===== config.mk =====
export PLATFORM = sky130hd
export DESIGN_NAME = cm_path_alloc
export DESIGN_NICKNAME = d
export VERILOG_FILES = /design/src/rtl/cm_alloc_pkg.sv /design/src/rtl/cm_lowest_pick.sv /design/src/rtl/cm_link_state.sv /design/src/rtl/cm_cfg_table.sv /design/src/rtl/cm_path_alloc.sv
export SDC_FILE = /design/constraint.sdc
export NUM_CORES = 1
export LEC_CHECK = 0
export BUFFER_PORTS_ARGS = -buffer_cell sky130_fd_sc_hd__clkbuf_2
export CAP_MARGIN = 20
export CORE_MARGIN = 4
export CORE_UTILIZATION = 40
export CTS_CLUSTER_DIAMETER = 80
export DETAILED_ROUTE_END_ITERATION = 10
export MAX_ROUTING_LAYER = met4
export PLACE_DENSITY = 0.74
export SYNTH_ARGS = -nofsm -noshare
export SYNTH_HDL_FRONTEND = slang
export SYNTH_SLANG_ARGS = --single-unit

===== constraint.sdc =====
create_clock -name clk_i -period 14.25 [get_ports clk_i]
set_input_delay 3.5625 -clock clk_i [delete_from_list [all_inputs] [get_ports clk_i]]
set_output_delay 3.5625 -clock clk_i [all_outputs]
set_load 0.01 [all_outputs]

===== src/rtl/cm_alloc_pkg.sv =====
package cm_alloc_pkg;

    typedef enum logic [1:0] {
        ST_IDLE = 2'd0,
        ST_SCAN = 2'd1,
        ST_DONE = 2'd2
    } alloc_state_t;

endpackage


===== src/rtl/cm_lowest_pick.sv =====
// Picks up to want_i of the set bits in free_i, lowest index first.
module cm_lowest_pick #(
    parameter int NUM_CM = 8,
    parameter int CW     = 4
) (
    input  logic              clk_i,
    input  logic              rst_ni,
    input  logic [NUM_CM-1:0] free_i,
    input  logic [CW-1:0]     want_i,
    output logic [NUM_CM-1:0] pick_o,
    output logic              short_o
);

    logic [CW-1:0] taken;

    always_comb begin
        taken  = '0;
        pick_o = '0;
        for (int r = 0; r < NUM_CM; r++) begin
            if (free_i[r] && (taken < want_i)) begin
                pick_o[r] = 1'b1;
                taken     = taken + CW'(1);
            end
        end
        short_o = (taken < want_i);
    end


    pick_limit_chk: assert property (@(posedge clk_i) disable iff (!rst_ni)
        $countones(pick_o) <= int'(want_i));


    short_all_free_chk: assert property (@(posedge clk_i) disable iff (!rst_ni)
        short_o |-> (pick_o == free_i));

endmodule


===== src/rtl/cm_link_state.sv =====
// Busy bits for every input-module uplink and output-module downlink.
module cm_link_state #(
    parameter int NUM_CM  = 8,
    parameter int NUM_MOD = 4,
    parameter int OW      = 2
) (
    input  logic                      clk_i,
    input  logic                      rst_ni,
    input  logic                      clr_i,
    input  logic                      preset_en_i,
    input  logic [NUM_MOD*NUM_CM-1:0] up_set_i,
    input  logic [NUM_MOD*NUM_CM-1:0] dn_set_i,
    input  logic                      upd_en_i,
    input  logic [OW-1:0]             upd_im_i,
    input  logic [OW-1:0]             upd_om_i,
    input  logic [NUM_CM-1:0]         upd_mask_i,
    output logic [NUM_MOD*NUM_CM-1:0] up_busy_o,
    output logic [NUM_MOD*NUM_CM-1:0] dn_busy_o
);

    logic [NUM_MOD*NUM_CM-1:0] up_q, dn_q;

    always_ff @(posedge clk_i or negedge rst_ni) begin
        if (!rst_ni) begin
            up_q <= '0;
            dn_q <= '0;
        end else if (preset_en_i) begin
            up_q <= (clr_i ? '0 : up_q) | up_set_i;
            dn_q <= (clr_i ? '0 : dn_q) | dn_set_i;
        end else if (clr_i) begin
            up_q <= '0;
            dn_q <= '0;
        end else if (upd_en_i) begin
            up_q[upd_im_i*NUM_CM +: NUM_CM] <= up_q[upd_im_i*NUM_CM +: NUM_CM] | upd_mask_i;
            dn_q[upd_om_i*NUM_CM +: NUM_CM] <= dn_q[upd_om_i*NUM_CM +: NUM_CM] | upd_mask_i;
        end
    end

    assign up_busy_o = up_q;
    assign dn_busy_o = dn_q;


    up_keep_chk: assert property (@(posedge clk_i) disable iff (!rst_ni)
        !clr_i |=> ((up_q & $past(up_q)) == $past(up_q)));


    dn_keep_chk: assert property (@(posedge clk_i) disable iff (!rst_ni)
        !clr_i |=> ((dn_q & $past(dn_q)) == $past(dn_q)));

endmodule


===== src/rtl/cm_cfg_table.sv =====
// Per central module, per input module: valid bit and output module.
module cm_cfg_table #(
    parameter int NUM_CM  = 8,
    parameter int NUM_MOD = 4,
    parameter int OW      = 2
) (
    input  logic                         clk_i,
    input  logic                         rst_ni,
    input  logic                         clr_i,
    input  logic                         wr_en_i,
    input  logic [OW-1:0]                wr_im_i,
    input  logic [NUM_CM-1:0]            wr_mask_i,
    input  logic [OW-1:0]                wr_om_i,
    output logic [NUM_CM*NUM_MOD-1:0]    vld_o,
    output logic [NUM_CM*NUM_MOD*OW-1:0] om_o
);

    for (genvar r = 0; r < NUM_CM; r++) begin : g_col
        logic [NUM_MOD-1:0]    col_vld_q;
        logic [NUM_MOD*OW-1:0] col_om_q;

        always_ff @(posedge clk_i or negedge rst_ni) begin
            if (!rst_ni) begin
                col_vld_q <= '0;
                col_om_q  <= '0;
            end else if (clr_i) begin
                col_vld_q <= '0;
                col_om_q  <= '0;
            end else if (wr_en_i && wr_mask_i[r]) begin
                col_vld_q[wr_im_i]            <= 1'b1;
                col_om_q[wr_im_i*OW +: OW]    <= wr_om_i;
            end
        end

        assign vld_o[r*NUM_MOD +: NUM_MOD]      = col_vld_q;
        assign om_o[r*NUM_MOD*OW +: NUM_MOD*OW] = col_om_q;
    end

endmodule


===== src/rtl/cm_path_alloc.sv =====
module cm_path_alloc
    import cm_alloc_pkg::*;
#(
    parameter int NUM_CM  = 8,
    parameter int NUM_MOD = 4,
    parameter int PORTS   = NUM_CM
) (
    input  logic                                    clk_i,
    input  logic                                    rst_ni,
    input  logic                                    start_i,
    input  logic                                    multi_pass_i,
    input  logic                                    slot_clear_i,
    input  logic [NUM_MOD-1:0]                      match_vld_i,
    input  logic [NUM_MOD*((NUM_MOD > 1) ? $clog2(NUM_MOD) : 1)-1:0] match_om_i,
    input  logic [NUM_MOD*$clog2(PORTS+1)-1:0]      match_cnt_i,
    input  logic [NUM_MOD*NUM_CM-1:0]               up_preset_i,
    input  logic [NUM_MOD*NUM_CM-1:0]               dn_preset_i,
    output logic                                    busy_o,
    output logic                                    done_o,
    output logic [NUM_MOD-1:0]                      shortfall_o,
    output logic [NUM_CM*NUM_MOD-1:0]               cfg_vld_o,
    output logic [NUM_CM*NUM_MOD*((NUM_MOD > 1) ? $clog2(NUM_MOD) : 1)-1:0] cfg_om_o,
    output logic [NUM_MOD*NUM_CM-1:0]               up_link_busy_o,
    output logic [NUM_MOD*NUM_CM-1:0]               dn_link_busy_o
);

    localparam int OW = (NUM_MOD > 1) ? $clog2(NUM_MOD) : 1;
    localparam int CW = $clog2(PORTS + 1);
    localparam logic [OW-1:0] LAST_IM = OW'(NUM_MOD - 1);
    localparam logic [CW-1:0] CNT_MAX = CW'(PORTS);

    alloc_state_t state_q, state_d;

    logic                   mode_q;
    logic [NUM_MOD-1:0]     vld_q;
    logic [NUM_MOD*OW-1:0]  om_q;
    logic [NUM_MOD*CW-1:0]  cnt_q;
    logic [OW-1:0]          idx_q;
    logic [NUM_MOD-1:0]     short_q;

    logic                   start_acc, clear_acc, scan_en, pair_live;
    logic [OW-1:0]          cur_om;
    logic [CW-1:0]          cur_cnt, want;
    logic [NUM_CM-1:0]      up_cur, dn_cur, free_mask, pick, wr_mask;
    logic                   pick_short;

    // State register
    always_ff @(posedge clk_i or negedge rst_ni) begin
        if (!rst_ni) state_q <= ST_IDLE;
        else         state_q <= state_d;
    end

    // Next state
    always_comb begin
        state_d = state_q;
        unique case (state_q)
            ST_IDLE: if (start_i)          state_d = ST_SCAN;
            ST_SCAN: if (idx_q == LAST_IM) state_d = ST_DONE;
            ST_DONE:                       state_d = ST_IDLE;
            default:                       state_d = ST_IDLE;
        endcase
    end

    // Outputs and strobes decoded from the state
    always_comb begin
        busy_o    = 1'b0;
        done_o    = 1'b0;
        start_acc = 1'b0;
        clear_acc = 1'b0;
        scan_en   = 1'b0;
        unique case (state_q)
            ST_IDLE: begin
                start_acc = start_i;
                clear_acc = slot_clear_i;
            end
            ST_SCAN: begin
                busy_o  = 1'b1;
                scan_en = 1'b1;
            end
            ST_DONE: begin
                busy_o = 1'b1;
                done_o = 1'b1;
            end
            default: ;
        endcase
    end

    // Captured match and pair index
    always_ff @(posedge clk_i or negedge rst_ni) begin
        if (!rst_ni) begin
            mode_q  <= 1'b0;
            vld_q   <= '0;
            om_q    <= '0;
            cnt_q   <= '0;
            idx_q   <= '0;
            short_q <= '0;
        end else if (start_acc) begin
            mode_q  <= multi_pass_i;
            vld_q   <= match_vld_i;
            om_q    <= match_om_i;
            cnt_q   <= match_cnt_i;
            idx_q   <= '0;
            short_q <= '0;
        end else if (scan_en) begin
            if (pair_live && mode_q) short_q[idx_q] <= pick_short;
            if (idx_q != LAST_IM) idx_q <= idx_q + OW'(1);
        end
    end

    assign pair_live = scan_en && vld_q[idx_q];
    assign cur_om    = om_q[idx_q*OW +: OW];
    assign cur_cnt   = cnt_q[idx_q*CW +: CW];
    assign want      = (cur_cnt > CNT_MAX) ? CNT_MAX : cur_cnt;
    assign up_cur    = up_link_busy_o[idx_q*NUM_CM +: NUM_CM];
    assign dn_cur    = dn_link_busy_o[cur_om*NUM_CM +: NUM_CM];
    assign free_mask = ~up_cur & ~dn_cur;
    assign wr_mask   = mode_q ? pick : '1;

    cm_lowest_pick #(
        .NUM_CM (NUM_CM),
        .CW     (CW)
    ) u_pick (
        .clk_i   (clk_i),
        .rst_ni  (rst_ni),
        .free_i  (free_mask),
        .want_i  (want),
        .pick_o  (pick),
        .short_o (pick_short)
    );

    cm_link_state #(
        .NUM_CM  (NUM_CM),
        .NUM_MOD (NUM_MOD),
        .OW      (OW)
    ) u_links (
        .clk_i       (clk_i),
        .rst_ni      (rst_ni),
        .clr_i       (clear_acc),
        .preset_en_i (start_acc),
        .up_set_i    (up_preset_i),
        .dn_set_i    (dn_preset_i),
        .upd_en_i    (pair_live && mode_q),
        .upd_im_i    (idx_q),
        .upd_om_i    (cur_om),
        .upd_mask_i  (pick),
        .up_busy_o   (up_link_busy_o),
        .dn_busy_o   (dn_link_busy_o)
    );

    cm_cfg_table #(
        .NUM_CM  (NUM_CM),
        .NUM_MOD (NUM_MOD),
        .OW      (OW)
    ) u_table (
        .clk_i     (clk_i),
        .rst_ni    (rst_ni),
        .clr_i     (start_acc),
        .wr_en_i   (pair_live),
        .wr_im_i   (idx_q),
        .wr_mask_i (wr_mask),
        .wr_om_i   (cur_om),
        .vld_o     (cfg_vld_o),
        .om_o      (cfg_om_o)
    );

    assign shortfall_o = short_q;

    // Checker helper: are all table columns equal to column 0?
    logic cols_same;
    always_comb begin
        cols_same = 1'b1;
        for (int r = 1; r < NUM_CM; r++) begin
            if (cfg_vld_o[r*NUM_MOD +: NUM_MOD] != cfg_vld_o[0 +: NUM_MOD] ||
                cfg_om_o[r*NUM_MOD*OW +: NUM_MOD*OW] != cfg_om_o[0 +: NUM_MOD*OW])
                cols_same = 1'b0;
        end
    end


    done_pulse_chk: assert property (@(posedge clk_i) disable iff (!rst_ni)
        done_o |=> !done_o);


    alloc_free_chk: assert property (@(posedge clk_i) disable iff (!rst_ni)
        (pair_live && mode_q) |-> ((pick & (up_cur | dn_cur)) == '0));


    single_uniform_chk: assert property (@(posedge clk_i) disable iff (!rst_ni)
        (done_o && !mode_q) |-> cols_same);


    short_mode_chk: assert property (@(posedge clk_i) disable iff (!rst_ni)
        (|shortfall_o) |-> mode_q);


    start_ignored_chk: assert property (@(posedge clk_i) disable iff (!rst_ni)
        busy_o |=> ($stable(mode_q) && $stable(vld_q) && $stable(cnt_q)));

endmodule


# ---- Word level (Yosys, flattened, before mapping)
# Cells that the tools add are included.
# Widths: inputs -> output; s select.
dict set report op_classes {
  eq_ne 6
  muxes 87
  addsub 11
  shifts 10
  magnitude_cmp 12
  n_reduce_logical 36
  n_bitwise 15
}
# cell count
set op_table {}
lappend op_table {{$mux 32} 8}
lappend op_table {{$mux 8} 17}
lappend op_table {{$mux 4} 27}
lappend op_table {{$neg 5->34} 2}
lappend op_table {{$shift 8x34->32 const A} 2}
lappend op_table {{$shiftx 8x34->32} 2}
lappend op_table {{$bwmux 32} 2}
lappend op_table {{$bwmux 8} 8}
lappend op_table {{$or 32x32->32} 2}
lappend op_table {{$shiftx 32x6->8} 2}
lappend op_table {{$neg 3->34} 1}
lappend op_table {{$shift 2x34->8 const A} 1}
lappend op_table {{$shiftx 2x34->8} 1}
lappend op_table {{$or 4x4->4} 8}
lappend op_table {{$lt 4x4->1} 7}
lappend op_table {{$add 4x1->4 const B} 6}
lappend op_table {{$reduce_bool 2->1} 11}
lappend op_table {{$logic_and 1x1->1} 19}
lappend op_table {{$mux 1} 16}
lappend op_table {{$not 8->8} 2}
lappend op_table {{$or 8x8->8} 2}
lappend op_table {{$shiftx 16x5->4} 1}
lappend op_table {{$mux 2} 5}
lappend op_table {{$and 8x8->8} 1}
lappend op_table {{19 further kinds} 24}
dict set report word_totals {
  ff_bits 197
  inputBits 97
  output_inout_bits 166
}

# ---- Logic depth before layout (Yosys ltp)
# Gate-level depths: netlist (run 1).
dict set report depth {
  word_depth 33
  ltp_mapped 55
  ltp_nobuf 54
}

# ---- Cells and area by module
# From an unflattened synthesis (run 1), not the netlist that was laid out.
dict set report unflattened {
  cells_unflattened 1137
  hier_area_um2 12094.1
}
# mod cells_per_inst area_each_um2 n_inst
set modules_own_cells {}
lappend modules_own_cells {cm_cfg_table 355 4176.5 1}
lappend modules_own_cells {cm_link_state 423 4137.7 1}
lappend modules_own_cells {cm_path_alloc 183 2372.3 1}
lappend modules_own_cells {cm_lowest_pick 176 1407.6 1}

# ---- Worst setup path before layout (run 1)
# No wires, ideal clock.
dict set report synth_timing {
  kind {flip-flop to flip-flop}
  from {register idx_q[0]}
  to {register short_q[1] (netlist: shortfall_o[1])}
  required_ns 14.128
  path_slack_ns 3.057
  n_path_buf 2
  stages_incl_launch_ff 54
  t_arrival_ns 11.071
  setup_ns 0.122
  synth_period_minus_slack_ns 11.193
  path_cell_list {dfrtp_1 buf_2 buf_1 mux4_2 nor2_1 a21oi_1 nor2b_1 inv_1 nand2_1 a211oi_1 inv_1 ha_1 nor3b_1 a221oi_1 a21o_1 or2_2 nand2_1 o21ai_0 [18 not listed] ha_1 a2111oi_1 and2_1 nand4_1 xnor2_1 ha_1 nor2b_1 or4_1 a31oi_1 a21o_1 nand2_1 xnor2_1 ha_1 o21a_1 o21ai_0 nand3_1 o21ai_2 a32o_1}
}
dict set report synth_via {
  elab_chain_cells 32
}
# item line_no
set synth_rtl {}
lappend synth_rtl {{start: declaration} cm_path_alloc.sv:38} ;# logic [OW-1:0] idx_q;
lappend synth_rtl {{start signal: assignment} cm_path_alloc.sv:106} ;# if (idx_q != LAST_IM) idx_q <= idx_q + OW'(1);
lappend synth_rtl {{$shiftx 16x5->4 or $shiftx 8x4->2 (tied branches)} {cm_path_alloc.sv:112, cm_path_alloc.sv:111}}
lappend synth_rtl {{$gt 4x4->1 or $shiftx 32x6->8 (tied branches)} {cm_path_alloc.sv:113, cm_path_alloc.sv:115}}
lappend synth_rtl {{$mux 4 or $not 8->8 (tied branches)} {cm_path_alloc.sv:113, cm_path_alloc.sv:116}}
lappend synth_rtl {{$lt 1x4->1 or $and 8x8->8 (tied branches)} {cm_lowest_pick.sv:20, cm_path_alloc.sv:116}}
lappend synth_rtl {{$logic_and 1x1->1} cm_lowest_pick.sv:20} ;# if (free_i[r] && (taken < want_i)) begin
lappend synth_rtl {{$mux 1} cm_lowest_pick.sv:20}
lappend synth_rtl {{$lt 1x4->1} cm_lowest_pick.sv:20}
lappend synth_rtl {{$logic_and 1x1->1} cm_lowest_pick.sv:20}
lappend synth_rtl {{[16 not listed]} n/a}
lappend synth_rtl {{$lt 4x4->1} cm_lowest_pick.sv:20}
lappend synth_rtl {{$logic_and 1x1->1} cm_lowest_pick.sv:20}
lappend synth_rtl {{$mux 4} cm_lowest_pick.sv:20}
lappend synth_rtl {{$lt 4x4->1} cm_lowest_pick.sv:25} ;# short_o = (taken < want_i);
lappend synth_rtl {{$bwmux 4} cm_path_alloc.sv:105} ;# if (pair_live && mode_q) short_q[idx_q] <= pick_short;
lappend synth_rtl {{$mux 4} cm_path_alloc.sv:105}
lappend synth_rtl {{$mux 4} cm_path_alloc.sv:104} ;# end else if (scan_en) begin
lappend synth_rtl {{$mux 4} cm_path_alloc.sv:97} ;# end else if (start_acc) begin
lappend synth_rtl {{end signal: indexed assignment} cm_path_alloc.sv:105}
lappend synth_rtl {{end: declaration} cm_path_alloc.sv:39} ;# logic [NUM_MOD-1:0] short_q;
# Several ways; a longest one is shown, not always the timed one. The select of a mux whose other input is x is not followed.
# A chain may end at the register's enable or synchronous reset.

# ---- Final worst setup path (run 1)
dict set report layout_timing {
  from {register idx_q[1]}
  to {register short_q[3] (netlist: shortfall_o[3])}
}
# Same word-level chain as after synthesis.

==> results of run 1 <==
-- flip-flops by register name, summed over array words and instances, names as in the netlist --
| name | flops |
|---|---|
| cnt_q | 16 |
| u_table.g_col.col_om_q | 64 |
| idx_q | 2 |
| u_links.dn_busy_o | 32 |
| om_q | 8 |
| vld_q | 4 |
| u_table.g_col.col_vld_q | 32 |
| u_links.up_busy_o | 32 |
| mode_q | 1 |
| shortfall_o | 4 |
| state_q | 2 |
-- critical path: cells and delay by family, from the launching register on --
kind / cells / cell delay (ns)
AND/OR/NAND/NOR: 14 / 2.44
XOR/XNOR: 4 / 0.88
buffers and inverters: 6 / 0.96
AO/OA/AOI/OAI: 19 / 5.25
adder cells (fa/ha/maj): 7 / 1.94
flip-flops: 1 / 0.56
multiplexers: 2 / 0.77
-- metal layers --
| metal | up-vias | track usage [%] | wire length, um |
|---|---|---|---|
| met5 | - | - | 0 |
| met2 | 530 | 41.15 | 17350 |
| met1 | 4562 | 34.34 | 14930 |
| met4 | 0 | 9.386 | 1391 |
| li1 | 4170 | - | - |
| met3 | 98 | 7.333 | 3656 |
-- cell usage after synthesis, types with 15 or more instances --
master,n
mux2i_1,18
mux4_2,17
o21ai_0,70
clkbuf_1,29
dfrtp_1,197
ha_1,36
mux2_1,15
nand2_1,203
a21oi_1,79
mux2_2,39
inv_1,15
nor2_1,75
a22oi_1,39
-- worst max-delay path by stage --
stage,start,to
final,idx_q[1],shortfall_o[3]
after global routing,idx_q[1],shortfall_o[2]
after CTS,idx_q[0],shortfall_o[3]
after detailed placement,idx_q[0],shortfall_o[3]
after global placement,idx_q[0],shortfall_o[3]
after floorplan,idx_q[0],shortfall_o[1]
-- through the flow --
step                      hold slack [ns]  setup WS (ns)  area, um^2  utilization, %
after detailed placement           0.4692          1.635       11980           47.28
after global placement             0.4639          2.070       11980           47.28
after CTS                          0.4899          1.563       12590           49.72
after floorplan                    0.4401          3.057       10340               -
final                              0.4887          1.381       12590           49.72
after global routing               0.5101         0.2667       12590           49.72
-- cells by family after synthesis --
| family | after synthesis |
|---|---|
| DFF | 197 |
| buffers and inverters | 60 |
| other | 1 |
| muxes | 97 |
| adders and majority gates | 36 |
| and+or+nand+nor | 357 |
| xor gates and xnor gates | 8 |
| AOI/OAI and AO/OA | 272 |
-- final cells by class --
class	instances	area, um^2	area share (%)
Multi-Input combinational cell	771	5157	40.96
Tap cell	330	412.9	3.279
Clock inverter	15	191.4	1.520
Inverter	18	72.57	0.5763
Timing Repair Buffer	273	1403	11.14
Clock buffer	17	425.4	3.378
Sequential cell	197	4930	39.15
==> flow_summary.json, run 1 <==
{
  "synth-main-ff-cell": "dfrtp_1",
  "core_mm2": 0.02533,
  "slew_headroom_pct": 26.85,
  "nets": 1411,
  "slowest_delay_ns": 0.80,
  "grt_usage_pct": 26.78,
  "grt.overflow.total": 0,
  "critPathLaunchType": "register",
  "worstMarginPinSlew_ns": 1.097,
  "clk_pin_slew_ns": 0.09,
  "worstPathMaxFanout": 19,
  "fillers": 2356,
  "yosysSeqAreaShare_pct": 47.66,
  "cts.htree.levels": 4,
  "area_growth_pct": 21.74,
  "cap_violations": 0,
  "fin_crit_ns": 12.87,
  "yosys.cell_types.count": 71,
  "syn_area_mm2": 0.01034,
  "worstPathArrival_ns": 13.25,
  "synth_compound_area_share_pct": 17.26,
  "hold_viol": 0,
  "crit_path_end_kind": "register",
  "ant_nets": 0,
  "outcome": "completed",
  "async_flop_share_pct": 100.0,
  "clock_path_buffers": 2,
  "drt_iter0_drc": 1017,
  "grt_max_degree": 126,
  "post_cts_resized": 0,
  "drt-total-wl_um": 37330,
  "synth_top_area_share_pct": 47.66,
  "clkLatencyLatePin_ns": 0.45,
  "diodes": 0,
  "rr_startpoint": "idx_q[1]",
  "cts_sinks": 197,
  "synth_edf_count": 0,
  "drc": 0,
  "cts-hold-fix-buffers": 0,
  "grt_pass1_vias": 9492,
  "min_path_type": "register to register",
  "synth_fp_nets": 1161,
  "period_share_pct": 90.31,
  "synthTopCellsByArea": "dfrtp_1 (48%), nand2_1 (7.4%), ha_1 (4.4%)",
  "die_y_um": 168.8,
  "synth_mux_area_share_pct": 12.54,
  "vias": 9360,
  "dp_hpwl_um": 27790,
  "rsz0062_at_grt": "false",
  "path_common_cell": "ha_1",
  "ys_ff_latch": 197,
  "synth_top_family_by_area": "compound AO/OA/AOI/OAI gates",
  "drv_slew": 0,
  "synthSimpleGateAreaFrac_pct": 14.79,
  "cts_setup_buffers": 0,
  "dieArea_mm2": 0.02850,
  "port-buffer-count": 262,
  "reg2reg_to": "shortfall_o[3]",
  "instances_no_fill": 1621,
  "slowest_stage": "a2111oi_1",
  "synthCells": 1028,
  "globalplace.congestion": 0.9806,
  "placementRows": 58,
  "die_w_um": 168.8,
  "clock_skew_ns": 0.01919,
  "grt_antenna_before_repair": 0,
  "via_per_inst": 5.774,
  "final_cell_mix": "clkbuf_2 (261), nand2_1 (202), dfrtp_1 (197)",
  "min-delay-start": "u_table.g_col[0].col_om_q[0]",
  "cts_made_buffers": 17,
  "avgSynthCellArea_um2": 10.06,
  "required_ns": 14.63,
  "yosysTopAreaCell": "dfrtp_1",
  "dr.pass1.iters": 8,
  "grt_pass1_wl_um": 56770,
  "r2r_slack_ns": 1.38,
  "fmax_mhz": 77.71,
  "ff2ff_path_depth": 52,
  "setup_violations": 0,
  "crit_type": "register to register",
  "cts_root_buf": "clkbuf_16",
  "cts_tree": "done",
  "wl_per_cell_um": 23.03,
  "tns_ns": 0,
  "min_to": "u_table.g_col[0].col_om_q[0]",
  "synth_fa_ha_area_share_pct": 4.355,
  "drive_gt1_share_pct": 31.06,
  "synth-xor-area-share_pct": 0.8225,
  "initial_core_util_pct": 40.84,
  "yosys_warnings": 0,
  "ioPinCount": 263,
  "dp_cells": 1589,
  "min_path_cells": 2,
  "final_common_cell": "clkbuf_2"
}
Power of run 1 is left out: the tool's default activity adds up to more than one toggle a clock period on the data nets, which glitch-free logic cannot reach.
==> run 2: changes to the inputs <==
--- a/config.mk
+++ b/config.mk
@@ -7,6 +7,7 @@
 export LEC_CHECK = 0
 export BUFFER_PORTS_ARGS = -buffer_cell sky130_fd_sc_hd__clkbuf_2
 export CAP_MARGIN = 20
+export CORE_ASPECT_RATIO = 1.25
 export CORE_MARGIN = 4
 export CORE_UTILIZATION = 40
 export CTS_CLUSTER_DIAMETER = 80
==> run 2 against run 1 <==
  * Worst setup slack better by 0.0070 ns
  * Maximum frequency hardly changed
  * First-iteration DRC count is 22% lower
  * Non-clock buffer count is 2 higher
  * Final area hardly changed
  * Core utilization is 0.098 points lower
  * Critical path type unchanged
  * Critical endpoint is now shortfall_o[1]
  * Largest cell class unchanged
==> flow_summary.json, run 2 (same netlist as run 1, synthesis figures left out) <==
{
  "outcome": "completed",
  "rsz0062_at_grt": "false",
  "clkLatencyLatePin_ns": 0.45,
  "tns_ns": 0,
  "grt_antenna_before_repair": 2,
  "fin_crit_ns": 12.86,
  "drive_gt1_share_pct": 31.17,
  "clock_path_buffers": 2,
  "dieArea_mm2": 0.02851,
  "drv_slew": 0,
  "drt-total-wl_um": 36600,
  "final_cell_mix": "clkbuf_2 (261), nand2_1 (202), dfrtp_1 (197)",
  "initial_core_util_pct": 40.76,
  "dr.pass1.iters": 5,
  "largest_reg_flops": 64,
  "ant_nets": 0,
  "ioPinCount": 263,
  "placementRows": 65,
  "drt_iter0_drc": 793,
  "required_ns": 14.63,
  "worstMarginPinSlew_ns": 1.085,
  "port-buffer-count": 262,
  "die_y_um": 187.8,
  "crit_path_end_kind": "register",
  "globalplace.congestion": 0.9606,
  "cts_tree": "done",
  "cts.htree.levels": 4,
  "worst-path-buf-inv": 3,
  "area_growth_pct": 21.72,
  "final_common_cell": "clkbuf_2",
  "clk_pin_slew_ns": 0.08,
  "regMostFlops": "u_table.g_col.col_om_q",
  "grt.overflow.total": 0,
  "period_share_pct": 90.26,
  "clock_skew_ns": 0.01211,
  "via_per_inst": 5.729,
  "die_w_um": 151.8,
  "crit_family": "compound AO/OA/AOI/OAI gates",
  "cts_root_buf": "clkbuf_16",
  "slowest_stage": "a2111oi_1",
  "drc": 0,
  "cts_made_buffers": 17,
  "dp_hpwl_um": 27520,
  "critPathLaunchType": "register",
  "vias": 9339,
  "cap_violations": 0,
  "grt_usage_pct": 26.31,
  "grt_pass1_wl_um": 56420,
  "cts-hold-fix-buffers": 0,
  "cts_setup_buffers": 0,
  "grt_max_degree": 126,
  "hold_viol": 0,
  "worstPathMaxFanout": 11,
  "nets": 1413,
  "setup_violations": 0,
  "slew_headroom_pct": 27.50,
  "grt_pass1_vias": 9644,
  "worstPathArrival_ns": 13.25,
  "core_mm2": 0.02537,
  "post_cts_resized": 0,
  "slowest_delay_ns": 0.88,
  "path_common_cell": "ha_1",
  "wl_per_cell_um": 22.46,
  "min_path_type": "register to register",
  "cts_sinks": 197,
  "fmax_mhz": 77.75,
  "crit_type": "register to register"
}
## run 2: cell count changes in the layout (fill, tap and decap cells not counted)
cell       delta
clkinv_4      +3
inv_6         -1
bufinv_16     -1
buf_4         +2
clkinv_2      -1
clkinv_8      -2
inv_8         +2
diode_2       +2
## run 2: path summary, 6_finish.rpt
kind / cells after the start / slack (ns) / to / start
max in group asynchronous: 2 / 9.41 / u_links.dn_busy_o[20] / rst_ni
worst max register to register: 49 / 1.39 / shortfall_o[1] / idx_q[0]
worst min register to register: 2 / 0.48 / cnt_q[14] / cnt_q[14]
worst max-delay path: 49 / 1.39 / shortfall_o[1] / idx_q[0]
worst min-delay path: 2 / 0.48 / cnt_q[14] / cnt_q[14]
min in group asynchronous: 1 / 3.27 / u_table.g_col[0].col_om_q[1] / rst_ni
## run 2: layout make-up
type / instances / area [um^2]
diodes: 2 / 5.005
clock buffers: 17 / 425.4
clock inverters: 15 / 163.9
fillers: 2362 / 12780
inverters: 18 / 72.57
multi-input cells: 771 / 5157
flip-flops and latches: 197 / 4930
well taps: 335 / 419.2
repair buffers: 275 / 1418
## run 2: worst min-delay path, stage by stage (launching register included)
cell	delay, ns
dfrtp_1	0.34
nand2_1	0.05
nand2_1	0.06
## run 2: through the flow
step           hold WS [ns]  std cells  worst slack, ns  area [um^2]  utilization (%)
3_3_place_gp         0.4585       1595            1.807        11990            47.25
6_report             0.4833       1630            1.388        12590            49.62
2_1_floorplan        0.4401       1028            3.057        10340                -
4_1_cts              0.4828       1627            1.489        12580            49.57
3_5_place_dp         0.4636       1595            1.553        11990            47.25
5_1_grt              0.4997       1630           0.3732        12590            49.62
## run 2: metal layers
metal,wire (um),part of all wire (%),track usage (%),vias to the layer above
met5,0,0,-,-
met4,1587,4.3,12.04,0
met3,2558,7.0,6.048,93
met2,18320,50,43.41,391
met1,14130,39,30.67,4680
li1,-,-,-,4175
Power of run 2 is left out for the same reason.
